**config.mk**
```make
export PLATFORM = sky130hd
export DESIGN_NAME = hall_commutator
export DESIGN_NICKNAME = d
export VERILOG_FILES = /design/src/rtl/hall_commutator.sv
export SDC_FILE = /design/constraint.sdc
export NUM_CORES = 1
export LEC_CHECK = 0
export ABC_AREA = 1
export BUFFER_PORTS_ARGS = -buffer_cell sky130_fd_sc_hd__buf_2
export CAP_MARGIN = 10
export CORE_MARGIN = 10
export CORE_UTILIZATION = 50
export DETAILED_ROUTE_END_ITERATION = 10
export GPL_TIMING_DRIVEN = 0
export HOLD_SLACK_MARGIN = 0.03
export PLACE_DENSITY = 0.72
export SETUP_SLACK_MARGIN = 0.2
export SLEW_MARGIN = 40
export SYNTH_ARGS = -nofsm -noshare
export SYNTH_HDL_FRONTEND = slang
export SYNTH_SLANG_ARGS = --single-unit
```
**constraint.sdc**
```tcl
create_clock -name clk -period 1.6 [get_ports clk]
set_input_delay 0.08 -clock clk [delete_from_list [all_inputs] [get_ports clk]]
set_output_delay 0.08 -clock clk [all_outputs]
set_load 0.02 [all_outputs]
```
**src/rtl/hall_commutator.sv**
```systemverilog
module hall_commutator #(
  parameter int DT_W = 10
) (
  input  logic            clk,
  input  logic            rst_n,
  input  logic [2:0]      hall,
  input  logic            dir_fwd,
  input  logic            chop_en,
  input  logic            slow_decay,
  input  logic            brake_req,
  input  logic            hold_rst,
  input  logic            brake_on_hold,
  input  logic            coast_req,
  input  logic            hs_inhibit,
  input  logic [DT_W-1:0] dead_cycles,
  output logic [2:0]      gate_hi,
  output logic [2:0]      gate_lo
);

  localparam int NPH = 3;
  localparam logic [1:0] PH_OFF = 2'd0;
  localparam logic [1:0] PH_HI  = 2'd1;
  localparam logic [1:0] PH_LO  = 2'd2;

  logic [1:0] fwd_src, fwd_snk, src, snk;
  logic       code_ok;
  logic       hold_q, brk_latch, use_brk;
  logic [NPH-1:0][1:0] req;

  always_comb begin
    code_ok = 1'b1;
    fwd_src = 2'd0;
    fwd_snk = 2'd0;
    case (hall)
      3'b101: begin fwd_src = 2'd0; fwd_snk = 2'd2; end
      3'b100: begin fwd_src = 2'd1; fwd_snk = 2'd2; end
      3'b110: begin fwd_src = 2'd1; fwd_snk = 2'd0; end
      3'b010: begin fwd_src = 2'd2; fwd_snk = 2'd0; end
      3'b011: begin fwd_src = 2'd2; fwd_snk = 2'd1; end
      3'b001: begin fwd_src = 2'd0; fwd_snk = 2'd1; end
      default: code_ok = 1'b0;
    endcase
  end

  assign src = dir_fwd ? fwd_src : fwd_snk;
  assign snk = dir_fwd ? fwd_snk : fwd_src;

  always_ff @(posedge clk or negedge rst_n) begin
    if (!rst_n) begin
      hold_q    <= 1'b0;
      brk_latch <= 1'b0;
    end else begin
      hold_q <= hold_rst;
      if (hold_rst && !hold_q) brk_latch <= brake_on_hold;
    end
  end

  assign use_brk = (hold_rst && !hold_q) ? brake_on_hold : brk_latch;

  always_comb begin
    for (int p = 0; p < NPH; p++) req[p] = PH_OFF;
    if (hold_rst) begin
      for (int p = 0; p < NPH; p++) req[p] = use_brk ? PH_LO : PH_OFF;
    end else if (coast_req) begin
      for (int p = 0; p < NPH; p++) req[p] = PH_OFF;
    end else if (brake_req) begin
      for (int p = 0; p < NPH; p++) req[p] = PH_LO;
    end else if (code_ok) begin
      if (chop_en) begin
        req[src] = PH_HI;
        req[snk] = PH_LO;
      end else if (slow_decay) begin
        req[src] = PH_LO;
        req[snk] = PH_LO;
      end else begin
        req[src] = PH_LO;
        req[snk] = PH_HI;
      end
    end
    if (hs_inhibit) begin
      for (int p = 0; p < NPH; p++)
        if (req[p] == PH_HI) req[p] = PH_OFF;
    end
  end

  for (genvar p = 0; p < NPH; p++) begin : g_ph
    logic [1:0]      tgt;
    logic [DT_W-1:0] cnt;

    always_ff @(posedge clk or negedge rst_n) begin
      if (!rst_n) begin
        tgt <= PH_OFF;
        cnt <= '0;
      end else if (req[p] != tgt) begin
        tgt <= req[p];
        cnt <= dead_cycles;
      end else if (cnt != '0) begin
        cnt <= cnt - 1'b1;
      end
    end

    assign gate_hi[p] = (cnt == '0) && (tgt == PH_HI);
    assign gate_lo[p] = (cnt == '0) && (tgt == PH_LO);


    no_shoot_chk: assert property (@(posedge clk) disable iff (!rst_n)
      !(gate_hi[p] && gate_lo[p]));


    dead_hi_chk: assert property (@(posedge clk) disable iff (!rst_n)
      (dead_cycles != '0) && $rose(gate_hi[p]) |-> !$past(gate_lo[p]));


    dead_lo_chk: assert property (@(posedge clk) disable iff (!rst_n)
      (dead_cycles != '0) && $rose(gate_lo[p]) |-> !$past(gate_hi[p]));


    brake_chk: assert property (@(posedge clk) disable iff (!rst_n)
      brake_req && !hold_rst && !coast_req |=> tgt == PH_LO);


    coast_chk: assert property (@(posedge clk) disable iff (!rst_n)
      coast_req && !hold_rst |=> tgt == PH_OFF);


    inhibit_chk: assert property (@(posedge clk) disable iff (!rst_n)
      hs_inhibit |=> tgt != PH_HI);


    hold_chk: assert property (@(posedge clk) disable iff (!rst_n)
      hold_rst |=> tgt != PH_HI);


    bad_code_chk: assert property (@(posedge clk) disable iff (!rst_n)
      !hold_rst && !brake_req && (hall == 3'b000 || hall == 3'b111) |=> tgt == PH_OFF);
  end

endmodule

```
Yosys cells after proc, flatten, opt, wreduce, memory -nomap -nowiden
Cells that the tools add are included.
- register bits after elaboration: 38
- output and inout bits: 6
- input bits: 23
- word-level logic and storage cells: 89
- add/sub/neg operators: 3
- reduce and logical (&&, ||, !) cells: 24
- muxes and demuxes: 27
- magnitude comparators: 4
- bitwise operators: 5
- equality and inequality tests: 18
- operators with widths (kind ; count):
    2-to-1 mux 10 bit ; 6
    2-to-1 mux 6 bit ; 7
    zero test 10 bit ; 3
    nonzero test 10 bit ; 3
    subtractor 10 x 1 -> 10 bit, second input constant ; 3
    2-to-1 mux 2 bit ; 8
    == test 2 x 1 -> 1 bit, second input constant ; 6
    == test 3 bit, second input constant ; 3
    logical AND 1 bit ; 9
    demux 2 bit (select 2 bit) ; 2
    one-hot mux 2 bit (2 select lines) ; 2
    OR reduction 2 bit ; 4
    bitwise AND 3 bit ; 2
    == test 2 bit, second input constant ; 3
    == test 3 x 2 -> 1 bit, second input constant ; 2
    < comparator 2 x 3 -> 1 bit, second input constant ; 2
    inequality test 2 bit ; 3
    NOT 3 bit ; 2
    nonzero test 2 bit ; 3
    OR reduction 6 bit ; 1
    >= comparator 2 x 1 -> 1 bit, second input constant ; 2
    == test 3 x 1 -> 1 bit, second input constant ; 1
    bitwise OR 3 bit ; 1
    2-to-1 mux 1 bit ; 2
    zero test 1 bit ; 1

Longest topological paths before layout
- depth in word-level cells: 21
- mapped depth: 15
- depth with buffers taken out: 15

Worst setup path after synthesis
Ideal clock, no wire load.
- kind: register to output
- start point: reg g_ph[1].cnt[0]
- end point: out gate_hi[1]
- buffers on the path: 0
- cell stages (with the launch flop): 12
- data arrival time: 1907 ps
- setup slack: -387 ps
- path through: dfrtp_1 -> inv_1 -> ha_1 -> nand2_1 -> nor2_1 -> nand2_1 -> nor3_1 -> inv_1 -> or2_1 -> nor2_1 -> inv_1 -> nor3_1
- longest elaborated chain between the ends: 2
- ends and longest elaborated chain (what ; RTL line ; source):
    from (decl) ; 88 ; logic [DT_W-1:0] cnt;
    from (signal assigned) ; 96 ; cnt <= dead_cycles;
    from (signal assigned) ; 98 ; cnt <= cnt - 1'b1;
    zero test 10 bit ; 102 ; assign gate_hi[p] = (cnt == '0) && (tgt == PH_HI);
    logical AND 1 bit ; 102 ;
    to (decl) ; 16 ; output logic [2:0] gate_hi,
No other way between the ends.

Worst setup path in the final report
- start point: reg g_ph[1].cnt[3]
- end point: out gate_hi[1]
The elaborated chain is that of the path after synthesis.

==> metrics <==
status=complete, but fails checks; failing checks=negative setup slack; Data required, critical path=1520 ps; post-synthesis average cell area=7.28 µm²; Nets=496; Buffers on Ports=28; Tot Pwr=5.10 mW; CTS Sinks=38; Compound-Gate Fraction of Synth Area=8.43%; Final min period=2180 ps; final WL=8.72 mm; Routability Congestion=0.805; kind of critical path=flop to output port; Syn Inst Count=371; PwrDens=1220 nW/µm²; row count=26; Mapped Area=2700 µm²; main combinational cell family by area after synthesis=simple AND/OR/NAND/NOR gates; Max H-tree Level=2; Max Freq=458 MHz; share of layout cells above drive strength 1=49.6%; placed instance area=3090 µm²; largest net degree at the start of global routing=39; CTS Buffer Depth=2; global-route wire length before repair=13.4 mm; Hold Slack=62.2 ps; pre-CTS setup slack=-297 ps; RSZ-0062 raised after global routing=true; Num CTS Buffers=5; worst path cell trace=nor2_2 -> nand2_4 -> nor2_4 -> nand2_2 -> nor3_2 -> inv_1 -> or2_1 -> nor2_2 -> inv_2 -> nor3_4 -> buf_6; adder-cell share of the synthesized area=1.39%; Crit. End Element=output port; crit-path max cell delay=450 ps; Crit-path slowest cell=dfrtp_2; initial DRC count=109; # DRC=0; fin crit share=137%; Clock transition at path regs=80 ps; root buffer cell=clkbuf_8; final worst slack=-585 ps; critical path peak fanout=3; core area=5170 µm²; synth unique cells=29; initial antenna violation count=0; Post-DP HPWL=4.70 mm; final setup violation count=36; worst slew pin tran=527 ps; via count=2,796; Synth Register Bits=38; Post-Route Setup TNS=-6050 ps; Slew Limit Fails=0; Lkg Pwr=2.17 nW; clock latency on the worst-skew pair=300 ps; most common cell after layout, fill and taps aside=nand2_1; GRT Resource Usage Total=19.1%; hold crit path type=input pin to flop; Die ar.=8750 µm²; I/O Pins=29; Peak VDD IR=0.00100 V; diode count=0; grt ovf=0; mux share of post-synthesis cell area=0%; number of max-cap violations=0; Worst Setup Start Kind=flop; TritonCTS clock tree=yes; register area share after synthesis=35.2%; DRT Pass-1 Iters=4; Slew Limit Headroom=64.8%; critical path arrival=2100 ps; yosys warns=0; Most common cell on crit path=nor2_2; Final Cell Area=4190 µm²; die outline width=93.5 µm; chip height=93.5 µm; Syn Nets=397; Synth Area in XOR/XNOR=6.48%; Clock Skew=5.62 ps; vias in the first global route=2,881; WL/cell=16.1 µm; most frequent cells in the layout=76 x nand2_1, 44 x inv_1, 37 x dfrtp_1; Initial Utilization=52.2%; Synth-to-Final Area Change=54.9%; simple-gate share of the synthesized area=38.6%; Final Hold Viols=0; Final ANT Viol Nets=0; DR vias/cell=5.18
[power by group]
group | leakage, nW | switching (mW) | total [mW] | internal [mW]
Combinational | 1.65 | 1.37 | 2.63 | 1.27
Sequential | 0.460 | 0.347 | 1.60 | 1.26
Clock | 0.0573 | 0.364 | 0.863 | 0.499
[stage by stage]
step           util [%]  std cells
4_1_cts            75.5        528
3_3_place_gp       59.7        469
2_1_floorplan         -        371
6_report           80.9        540
3_5_place_dp       59.8        469
5_1_grt            80.9        540
[final timing paths]
| check | from | to | slack (ps) | cells after the start |
|---|---|---|---|---|
| min reg2reg | g_ph[1].cnt[9] | g_ph[1].cnt[1] | 580 | 3 |
| max | g_ph[1].cnt[3] | gate_hi[1] | -580 | 11 |
| min | dead_cycles[4] | g_ph[2].cnt[4] | 60 | 3 |
| max in group asynchronous | rst_n | g_ph[1].cnt[3] | 930 | 2 |
| min in group asynchronous | rst_n | g_ph[1].cnt[2] | 300 | 2 |
| max reg2reg | hold_q | g_ph[0].cnt[8] | -210 | 15 |
[synth_stat cells, drive strengths merged]
| library cell | number | share of area [%] |
|---|---|---|
| ha | 3 | 1.4 |
| a21oi | 2 | 0.93 |
| buf | 3 | 1.4 |
| dfrtp | 38 | 35 |
| nand3b | 2 | 0.56 |
| nand4 | 8 | 1.9 |
| or2 | 3 | 0.69 |
| inv | 61 | 8.6 |
| o21ai | 28 | 7.0 |
| o21a | 1 | 0.28 |
| a31oi | 1 | 0.23 |
| nand3 | 33 | 7.5 |
| nor3 | 12 | 2.2 |
| nor2 | 25 | 3.8 |
| xnor2 | 8 | 2.6 |
| nand2 | 131 | 22 |
| xor2 | 12 | 3.9 |
[routing by layer]
metal	global-route usage, %	part of all wire [%]	vias to the layer above
li1	-	-	1359
met1	21.2	41	1328
met2	34.6	52	87
met3	3.36	4.0	22
met4	8.10	3.4	0
met5	0	0	-
[flip-flops by register name (all words and copies together) (netlist names)]
| register | flops |
|---|---|
| g_ph.cnt | 30 |
| g_ph.tgt | 6 |
| brk_latch | 1 |
| hold_q | 1 |
[worst max-delay path: cells and delay by family, from the launching register on]
kind          cells  cell delay (ps)
simple gates      8             1070
buf+inv           3              290
flops             1              450
[final cells by class]
class                      instances  area, µm²
tap                               70       87.6
clock inverter                     1       30.0
fill                             291        987
inverter                          61        236
buffer                             3       41.3
timing repair buffer              91        801
sequential                        38        952
clock buffer                       6       82.6
multi-input combinational        270       1950
[cells by family after synthesis]
logic type,Yosys count
compound gates,32
xor+xnor,20
fa+ha+maj,3
buf+inv,64
flops,38
simple gates,214
[repair_timing]
action / 4_1_cts / 5_1_grt
hold buffers: 2 / 0
endpoints found under the setup margin: 36 / 36
pin swaps: 34 / 28
setup buffers: 46 / 12
endpoints found under the hold margin: 39 / 0
cloned: 4 / 0
resized for setup: 71 / 49
Note: power is estimated with default switching activity, not from simulation.
